### config.mk
export PLATFORM = sky130hd
export DESIGN_NAME = mcs_decoder
export DESIGN_NICKNAME = d
export VERILOG_FILES = /design/src/rtl/mcs_pkg.sv /design/src/rtl/mcs_regs.sv /design/src/rtl/mcs_match.sv /design/src/rtl/mcs_decoder.sv
export SDC_FILE = /design/constraint.sdc
export NUM_CORES = 1
export LEC_CHECK = 0
export BUFFER_PORTS_ARGS = -buffer_cell sky130_fd_sc_hd__buf_2
export CORE_AREA = 4 4 72 74
export DETAILED_ROUTE_END_ITERATION = 7
export DIE_AREA = 0 0 76 78
export PLACE_DENSITY = 0.72
export SKIP_CTS_REPAIR_TIMING = 1
export SLEW_MARGIN = 20
export SYNTH_ARGS = -nofsm -noshare
export SYNTH_HDL_FRONTEND = slang
export SYNTH_SLANG_ARGS = --single-unit
### constraint.sdc
create_clock -name clk -period 1.6 [get_ports clk]
set_input_delay 0 -clock clk [delete_from_list [all_inputs] [get_ports clk]]
set_output_delay 0 -clock clk [all_outputs]
set_load 0.01 [all_outputs]
### src/rtl/mcs_pkg.sv
package mcs_pkg;
  localparam int ADDR_W = 32;
  localparam int REG_W  = 8;
  localparam int RSEL_W = 2;
  localparam int HOLE_LO = 16;
  localparam int HOLE_HI = HOLE_LO + REG_W - 1;   // 23
  localparam int TOM_LO  = 20;
  localparam int NUM_WIN = 2;
  localparam int CTRL_W  = 5;
  localparam int MEN_BIT = 4;

  typedef enum logic [RSEL_W-1:0] {
    SEL_CTRL = 2'd0,
    SEL_HBOT = 2'd1,
    SEL_HTOP = 2'd2,
    SEL_TOM  = 2'd3
  } reg_sel_e;

  localparam logic [REG_W-1:0] RST_CTRL = 8'h00;
  localparam logic [REG_W-1:0] RST_HBOT = 8'h10;
  localparam logic [REG_W-1:0] RST_HTOP = 8'h0F;
  localparam logic [REG_W-1:0] RST_TOM  = 8'h00;

  // legacy window bounds (inclusive) and the control bits that enable them
  localparam logic [ADDR_W-1:0] WIN_LO [NUM_WIN] = '{32'h0008_0000, 32'h000F_0000};
  localparam logic [ADDR_W-1:0] WIN_HI [NUM_WIN] = '{32'h0009_FFFF, 32'h000F_FFFF};
  localparam int WIN_RD_BIT [NUM_WIN] = '{0, 2};
  localparam int WIN_WR_BIT [NUM_WIN] = '{1, 3};

  localparam logic [ADDR_W-1:0] LOW_END = 32'h0008_0000;  // base region below this
  localparam logic [ADDR_W-1:0] ONE_MB  = 32'h0010_0000;

  function automatic logic f_in_hole(input logic [ADDR_W-1:0] a,
                                     input logic [REG_W-1:0] bot,
                                     input logic [REG_W-1:0] top);
    logic [REG_W-1:0] blk;
    blk = a[HOLE_HI:HOLE_LO];
    return (a[ADDR_W-1:HOLE_HI+1] == '0) && (blk >= bot) && (blk <= top);
  endfunction

  function automatic logic f_in_base(input logic [ADDR_W-1:0] a,
                                     input logic [REG_W-1:0] tom);
    logic [ADDR_W-TOM_LO-1:0] mb;
    mb = a[ADDR_W-1:TOM_LO];
    return (a < LOW_END) ||
           ((a >= ONE_MB) && (mb <= {{(ADDR_W-TOM_LO-REG_W){1'b0}}, tom}));
  endfunction

  function automatic logic f_in_window(input logic [ADDR_W-1:0] a,
                                       input logic [ADDR_W-1:0] lo,
                                       input logic [ADDR_W-1:0] hi);
    return (a >= lo) && (a <= hi);
  endfunction
endpackage

### src/rtl/mcs_regs.sv
module mcs_regs
  import mcs_pkg::*;
(
  input  logic              clk,
  input  logic              rst_n,
  input  logic              we,
  input  logic [RSEL_W-1:0] sel,
  input  logic [REG_W-1:0]  wdata,
  output logic [REG_W-1:0]  rdata,
  output logic [CTRL_W-1:0] ctrl,
  output logic [REG_W-1:0]  hbot,
  output logic [REG_W-1:0]  htop,
  output logic [REG_W-1:0]  tom
);
  always_ff @(posedge clk) begin
    if (!rst_n) begin
      ctrl <= RST_CTRL[CTRL_W-1:0];
      hbot <= RST_HBOT;
      htop <= RST_HTOP;
      tom  <= RST_TOM;
    end else if (we) begin
      unique case (reg_sel_e'(sel))
        SEL_CTRL: ctrl <= wdata[CTRL_W-1:0];
        SEL_HBOT: hbot <= wdata;
        SEL_HTOP: htop <= wdata;
        SEL_TOM:  tom  <= wdata;
        default:  ;
      endcase
    end
  end

  always_comb begin
    unique case (reg_sel_e'(sel))
      SEL_CTRL: rdata = {{(REG_W-CTRL_W){1'b0}}, ctrl};
      SEL_HBOT: rdata = hbot;
      SEL_HTOP: rdata = htop;
      SEL_TOM:  rdata = tom;
      default:  rdata = '0;
    endcase
  end
endmodule

### src/rtl/mcs_match.sv
module mcs_match
  import mcs_pkg::*;
(
  input  logic [ADDR_W-1:0] addr,
  input  logic              wr,
  input  logic [CTRL_W-1:0] ctrl,
  input  logic [REG_W-1:0]  hbot,
  input  logic [REG_W-1:0]  htop,
  input  logic [REG_W-1:0]  tom,
  output logic              in_hole,
  output logic              in_base,
  output logic              in_legacy
);
  logic [NUM_WIN-1:0] win_hit;

  for (genvar w = 0; w < NUM_WIN; w++) begin : g_win
    logic dir_en;
    assign dir_en     = wr ? ctrl[WIN_WR_BIT[w]] : ctrl[WIN_RD_BIT[w]];
    assign win_hit[w] = dir_en && f_in_window(addr, WIN_LO[w], WIN_HI[w]);
  end

  assign in_legacy = |win_hit;
  assign in_hole   = f_in_hole(addr, hbot, htop);
  assign in_base   = f_in_base(addr, tom);
endmodule

### src/rtl/mcs_decoder.sv
module mcs_decoder
  import mcs_pkg::*;
(
  input  logic              clk,
  input  logic              rst_n,
  input  logic              cyc_valid,
  input  logic [31:0]       cyc_addr,
  input  logic              cyc_write,
  input  logic              reg_we,
  input  logic [1:0]        reg_addr,
  input  logic [7:0]        reg_wdata,
  output logic [7:0]        reg_rdata,
  output logic              mem_cs
);
  logic [CTRL_W-1:0] ctrl_q;
  logic [REG_W-1:0]  hbot_q, htop_q, tom_q;
  logic              in_hole, in_base, in_legacy;
  logic              master_en, claim_hit;

  mcs_regs u_regs (
    .clk   (clk),
    .rst_n (rst_n),
    .we    (reg_we),
    .sel   (reg_addr),
    .wdata (reg_wdata),
    .rdata (reg_rdata),
    .ctrl  (ctrl_q),
    .hbot  (hbot_q),
    .htop  (htop_q),
    .tom   (tom_q)
  );

  mcs_match u_match (
    .addr      (cyc_addr),
    .wr        (cyc_write),
    .ctrl      (ctrl_q),
    .hbot      (hbot_q),
    .htop      (htop_q),
    .tom       (tom_q),
    .in_hole   (in_hole),
    .in_base   (in_base),
    .in_legacy (in_legacy)
  );

  assign master_en = ctrl_q[MEN_BIT];
  assign claim_hit = master_en && !in_hole && (in_base || in_legacy);

  always_ff @(posedge clk) begin
    if (!rst_n) mem_cs <= 1'b0;
    else        mem_cs <= cyc_valid && claim_hit;
  end
endmodule

* Word level (Yosys, flattened, before mapping) *
Cells that the tools add are included.
Widths: inputs -> output; s select.

storage, ports and cells
  flip-flop bits (word level) = 30
  output and inout bits = 9
  input bits = 47
  word-level logic and storage cells = 40

operators by class
  reduce and logical (&&, ||, !) cells = 20
  magnitude comparators = 9
  eq/ne operators = 3
  muxes and demuxes = 3

operator list
  cell                  number
  $ge 32x20->1 const B  2
  $le 32x20->1 const B  2
  $ge 32x21->1 const B  1
  $lt 32x20->1 const B  1
  $pmux 8 s4            1
  $le 12x8->1           1
  $logic_and 1x1->1     10
  $ge 8x8->1            1
  $le 8x8->1            1
  $logic_not 8->1       1
  $reduce_and 2->1      4
  $eq 2x2->1 const B    2
  $eq 2x1->1 const B    1
  $logic_not 2->1       1
  $logic_or 1x1->1      2
  $mux 1                2
  $reduce_or 2->1       1
  $logic_not 1->1       1

* Logic depth before layout (Yosys ltp) *
Gate-level depths: netlist of the first run.

  depth after elaboration = 7
  depth in mapped cells = 7

* Hierarchy *
A second synthesis of the first run with hierarchy kept.

second synthesis, totals
  cells, all modules = 225
  area, all modules = 2089.5 sq um

modules (own cells, without submodules)
  module       times used  seq. area each (sq um)  cells each  area each (sq um)
  mcs_regs     1           580.6                   128         1347.5
  mcs_match    1           0.0                     93          705.7
  mcs_decoder  1           20.0                    4           36.3

* Worst setup path after synthesis of the first run *
No wires, ideal clock.

  path type = register to register
  from = register u_regs.hbot[0]
  to = register mem_cs
  arrival = 1.372 ns
  setup slack = 0.140 ns
  stages on the path, launching flop included = 7
  path through = dfxtp_1 ha_1 nand2b_1 a2111oi_0 nand4b_1 nand2_1 a311oi_2

between the ends
  word-level cells in the longest chain between the ends = 7

ends and longest elaborated chain
  element                         line               source
  start, declared                 mcs_regs.sv:11     output logic [REG_W-1:0] hbot,
  start signal, assigned          mcs_regs.sv:24     SEL_HBOT: hbot <= wdata;
  $ge 8x8->1                      mcs_pkg.sv:38      return (a[ADDR_W-1:HOLE_HI+1] == '0) && (blk >= bot) && (blk <= top);
  $logic_and 1x1->1 (2 in a row)  mcs_pkg.sv:38
  $logic_not 1->1                 mcs_decoder.sv:46  assign claim_hit = master_en && !in_hole && (in_base || in_legacy);
  $logic_and 1x1->1 (2 in a row)  mcs_decoder.sv:46
  $logic_and 1x1->1               mcs_decoder.sv:50  else mem_cs <= cyc_valid && claim_hit;
  end signal, assigned            mcs_decoder.sv:50
  end, declared                   mcs_decoder.sv:13  output logic mem_cs

Every way passes these cells.
A chain may end at the register's enable or synchronous reset.

* Worst setup path in the final report of the first run *
  from = register u_regs.tom[1]
  to = register mem_cs

between the ends
  word-level cells in the longest chain between the ends = 6

ends and longest elaborated chain
  element                 line               source
  start, declared         mcs_regs.sv:13     output logic [REG_W-1:0] tom
  start signal, assigned  mcs_regs.sv:26     SEL_TOM: tom <= wdata;
  $le 12x8->1             mcs_pkg.sv:46      ((a >= ONE_MB) && (mb <= {{(ADDR_W-TOM_LO-REG_W){1'b0}}, tom}));
  $logic_and 1x1->1       mcs_pkg.sv:46
  $logic_or 1x1->1        mcs_pkg.sv:45      return (a < LOW_END) ||
  $logic_or 1x1->1        mcs_decoder.sv:46
  $logic_and 1x1->1       mcs_decoder.sv:46
  $logic_and 1x1->1       mcs_decoder.sv:50

Every way passes these cells.

==> metrics.txt, run 1 <==
number of port buffers=39; peak supply drop=0.3672 mV; R2R depth=7; WL/cell=15.17 um; outcome=finished with violations; final hold violation count=4; Yosys reg bits=30; core area=4598 um^2; hold slack=-17.61 ps; Worst-Skew Late Latency=280 ps; slew margin rel.=0.7105; Pre-antenna DRT Iters=4; sequential cell area fraction in the yosys report=0.2987; synth top area cells=dfxtp_1 30%, ha_1 15%, mux2i_1 7.5%, nand2_1 5.8%, mux4_2 5.6%; PwrDens=760.4 nW/um^2; area leader, netlist=dfxtp_1; Yosys warning total=0; FF+latch area=605.6 um^2; Tightest Pin Transition=433.8 ps; Crit Path Max Fanout=3; Final #Nets=339; Max clock buf depth=2; asr flop ratio synth=0; share of cells above drive strength 1=0.2714; num ports=56; final setup vio count=0; worst path arrival time=1740 ps; Area growth syn-to-layout=21.28%; clock tree from TritonCTS=built; die area=5928 um^2; Post-synth EDFFs=0; H-tree lvl count=2; largest net degree at the start of global routing=22; DRT Wirelength=4901 um; CP Class=register to register; Synth Area per Inst=8.976 um^2; vias in the first global route=1727; vias=1739; final period utilization=0.9608; Total Routing Usage GR=0.1722; skew final=5.618 ps; cells after synthesis=224; non-filler cells, final=323; Synth Flop Type=dfxtp_1; initial core utilization=0.4373; area of the multi-input gates=1316 um^2; Chip Height=78 um; first-pass GRT wire length=8245 um; CTS root buffer=clkbuf_8; CTS buffer count=5; max-slew violation count=0; count of cell types in the netlist=35; FP Rows=25; Register-to-Register Setup Slack=60 ps; Hold Path Stages=3; global route overflow=0; Post-route DRC=0; filler cell count=434; Critical Path RT=1800 ps; min Tclk post-route=1537 ps; CTS clk-pin slew, worst paths=70 ps; width of the die=76 um; placed insts=313; Synth top area share=0.2987; DRT iter0 DRCs=77; antenna-violating nets left=0; Mapped Area=2011 um^2; Max Clock Freq=650.5 MHz; violated checks=hold timing; critical path startpoint category=register; Worst setup EP type=register; vias per cell=5.384; Max-Cap Viols=0; # clock sinks=30; min-delay worst type=primary input to register; leakage power=1.043 nW; Post-Syn Nets=295; number of antenna diodes=0; Post-DP HPWL=3908 um; initial antenna violation count=0; Final Wtd Congestion=0.8369
[final cells by class]
class	count	area share
Inverter	23	0.03540
Timing Repair Buffer	46	0.1036
Sequential cell	30	0.2483
Clock buffer	8	0.04515
Tap cell	54	0.02771
Multi-Input combinational cell	162	0.5398
[layout by cell type, fill, tap and decap left out, types with 6 or more instances in the layout]
master    instances
a21oi_1           6
mux2i_1          15
nor2b_1          16
a21boi_0          8
o211ai_1          6
ha_1             23
buf_2            39
inv_1            23
dfxtp_1          26
nand2_1          31
clkbuf_8          8
nand3_1          11
o21ai_0           6
[per-stage QoR]
step                        util  setup slack [ps]  power [mW]  instance area [um^2]  TNS [ps]
after floorplan                -             139.8       1.010                  2011         0
after global placement    0.4925             63.53       1.131                  2265         0
after detailed placement  0.4925             19.39       1.139                  2265         0
after CTS                 0.5165             9.123       1.849                  2375         0
after global routing      0.5303            -21.23       1.940                  2439    -21.23
final                     0.5303             62.68       1.854                  2439         0
[worst paths after layout]
| kind | from | to |
|---|---|---|
| max | u_regs.tom[1]$_SDFFE_PN0P_ | mem_cs$_SDFF_PN0_ |
| min | reg_wdata[0] | u_regs.htop[0]$_SDFFE_PN1P_ |
| max reg2reg | u_regs.tom[1]$_SDFFE_PN0P_ | mem_cs$_SDFF_PN0_ |
| min reg2reg | u_regs.htop[6]$_SDFFE_PN0P_ | u_regs.htop[6]$_SDFFE_PN0P_ |
[synthesized netlist by cell type (all sizes together), types with 2 or more instances]
library cell	instances
o21ai	7
mux4	5
dfxtp	30
nor2	2
a22o	3
clkbuf	3
nor2b	16
nand2b	3
a21oi	8
o211ai	6
nand3	12
buf	6
a21boi	11
nand4	5
inv	23
ha	24
nand2	31
mux2i	15
nor4	3
[logic make-up after synthesis]
group / Yosys count / share of synthesized area
compound gates: 42 / 0.1469
fa+ha+maj: 24 / 0.1493
simple gates: 76 / 0.2085
buf+inv: 32 / 0.06596
mux: 20 / 0.1307
flops: 30 / 0.2987
[worst max-delay path: stages, from the launching register on]
cell,delay (ps)
dfxtp_2,330
inv_1,140
ha_4,230
nor2b_1,120
o211ai_1,170
a21oi_1,100
a2bb2oi_2,140
a311oi_2,230
[sequential cells by signal, indices dropped and copies added (netlist names)]
name / count
u_regs.hbot: 8
u_regs.ctrl: 5
mem_cs: 1
u_regs.tom: 8
u_regs.htop: 8
[per-layer routing]
| layer | up-vias | GRT usage | wire, um |
|---|---|---|---|
| met2 | 42 | 0.2646 | 2265 |
| met4 | 0 | 0.07295 | 89 |
| met1 | 807 | 0.2284 | 2314 |
| li1 | 881 | - | - |
| met3 | 9 | 0.04176 | 232 |
| met5 | - | 0 | 0 |
[power by group]
part	leakage [nW]	switching, mW	internal [mW]	total, mW
registers	0.246	0.0202	0.775	0.795
logic	0.739	0.183	0.161	0.344
clock network	0.0575	0.281	0.434	0.715
total	1.04	0.485	1.37	1.85
No activity file was read; power rests on OpenSTA's default activity.
==> run 2: changes to the inputs <==
PLACE_DENSITY = 0.69   (was 0.72)
REMOVE_ABC_BUFFERS = 1   (was unset)
clock period = 1.8 ns   (was 1.6 ns; I/O delays follow)
==> metrics.txt, run 2 (same netlist as run 1, synthesis figures left out) <==
Max-Cap Viols=0 (unchanged); antenna-violating nets left=0 (unchanged); FF-to-FF Start=u_regs.hbot[0]$_SDFFE_PN0P_; crit-path cells=ha_1, nand2b_1, a2111oi_0, nand4b_1, nand2_1, a311oi_2; CTS root buffer=clkbuf_8; worst path bufs/invs=0 (-1); vias per cell=5.372 (-0.23%); first-pass GRT wire length=8245 um (unchanged); Max clock buf depth=2 (unchanged); metal2 WL=2189 um (-3.4%); width of the die=76 um (unchanged); slew margin rel.=0.6908 (-0.01974); CTS clk-pin slew, worst paths=70 ps (about the same); hold slack=-15.03 ps (+2.585 ps); CTS buffer count=5 (unchanged); R2R depth=6 (-1); filler cell count=446 (+2.8%); WL met3=283 um (+22%); placed insts=310 (-0.96%); H-tree lvl count=2 (unchanged); max-slew violation count=0 (unchanged); clock tree from TritonCTS=built; Worst-Skew Late Latency=290 ps (about the same); PwrDens=704.9 nW/um^2 (-7.3%); unrepaired setup endpoints after global routing=no; skew final=4.042 ps (-1.576 ps); Critical Path RT=2010 ps (+210 ps); num ports=56 (unchanged); Top delay family on crit path=compound AO/OA/AOI/OAI gates; die area=5928 um^2 (unchanged); Max Clock Freq=619.9 MHz (-4.7%); commonest non-fill, non-tap cells in the layout=39 x buf_2, 31 x nand2_1, 30 x dfxtp_1, 24 x ha_1, 23 x inv_1; Worst setup EP type=register; global route overflow=0 (unchanged); Top Metal Used=met4; vias in the first global route=1694 (-1.9%); core area=4598 um^2 (unchanged); DRT Wirelength=4857 um (-0.90%); final period utilization=0.8962 (-0.06465); non-filler cells, final=323 (unchanged); slowest library cell on the worst path=a2111oi_0; min-delay worst type=primary input to register; Tightest Pin Transition=463.9 ps (+30.07 ps); Crit Path Max Fanout=3 (unchanged); wire length on met1=2301 um (-0.56%); CP Class=register to register; total power=1.696 mW (-8.5%); peak supply drop=0.4216 mV (+15%); share of cells above drive strength 1=0.2230 (-0.04833); final hold violation count=4 (unchanged); vias=1735 (-0.23%); CP Depth=6 (-1); Area growth syn-to-layout=19.66%; Pre-antenna DRT Iters=4 (unchanged); min Tclk post-route=1613 ps (+75.80 ps); initial core utilization=0.4373 (unchanged); CP startpoint=u_regs.hbot[0]$_SDFFE_PN0P_; initial antenna violation count=0 (unchanged); worst reg2reg endpoint=mem_cs$_SDFF_PN0_; worst path arrival time=1820 ps (+80 ps); Total Routing Usage GR=0.1746 (+0.002401); Post-DP HPWL=3759 um (-3.8%); commonest non-fill, non-tap cell in the layout=buf_2; DRT iter0 DRCs=127 (+65%); area post-placement=2242 um^2 (-0.99%); Register-to-Register Setup Slack=190 ps (+120 ps); Post-route DRC=0 (unchanged); FP Rows=25 (unchanged); Final Wtd Congestion=0.8336 (-0.39%); number of antenna diodes=0 (unchanged); Regs by FF count=u_regs.hbot (8), u_regs.htop (8), u_regs.tom (8); final setup vio count=0 (unchanged); leakage power=1.027 nW (-1.5%); critical path startpoint category=register; # clock sinks=30 (unchanged); number of port buffers=39 (unchanged); setup TNS=0 ps (unchanged); outcome=finished with violations; Final #Nets=339 (unchanged); largest net degree at the start of global routing=31 (+41%); WL/cell=15.04 um (-0.90%); violated checks=hold timing; Chip Height=78 um (unchanged); Largest stage delay, worst path=380 ps (+50 ps); Finished Cell Area=2406 um^2 (-1.3%); Worst Setup EP=mem_cs$_SDFF_PN0_
==> run 2: layout make-up <==
| class | instances | area, um^2 | area share |
|---|---|---|---|
| Clock inverter | 3 | 45.04 | 0.01872 |
| Sequential cell | 30 | 600.6 | 0.2496 |
| Multi-Input combinational cell | 162 | 1277 | 0.5309 |
| Clock buffer | 5 | 68.82 | 0.02860 |
| Tap cell | 54 | 67.56 | 0.02808 |
| Timing Repair Buffer | 46 | 260.3 | 0.1082 |
| Inverter | 23 | 86.33 | 0.03588 |
==> run 2: worst reg2reg max path: stages (launching register included) <==
cell       delay (ps)
dfxtp_1           320
ha_1              260
nand2b_1          140
a2111oi_0         380
nand4b_1          160
nand2_1            70
a311oi_2          190
==> run 2: worst min path at each step <==
stage               cells past startpoint         start                           to  slack [ps]
floorplan                               1         rst_n  u_regs.hbot[4]$_SDFFE_PN1P_          70
global placement                        3  reg_wdata[0]  u_regs.htop[0]$_SDFFE_PN1P_         270
detailed placement                      3  reg_wdata[0]  u_regs.htop[0]$_SDFFE_PN1P_         260
CTS                                     3  reg_wdata[0]  u_regs.htop[0]$_SDFFE_PN1P_         -50
global route                            3  reg_wdata[4]  u_regs.htop[4]$_SDFFE_PN0P_          10
finish                                  3  reg_wdata[7]  u_regs.htop[7]$_SDFFE_PN0P_         -20
==> run 2: per-stage QoR <==
step                      worst slack [ps]    util
final                                186.9  0.5233
after global routing                 95.80  0.5233
after global placement               234.6  0.4876
after floorplan                      339.8       -
after CTS                            142.3  0.5124
after detailed placement             176.9  0.4876
==> run 2: power by group <==
group          total [mW]  internal, mW  switching (mW)
clock network       0.695         0.411           0.284
registers           0.705         0.688          0.0176
logic               0.295         0.138           0.157
==> run 2: layer usage <==
metal / vias up / track usage
li1: 885 / -
met1: 802 / 0.2320
met2: 42 / 0.2671
met3: 6 / 0.04988
met4: 0 / 0.06406
met5: - / 0
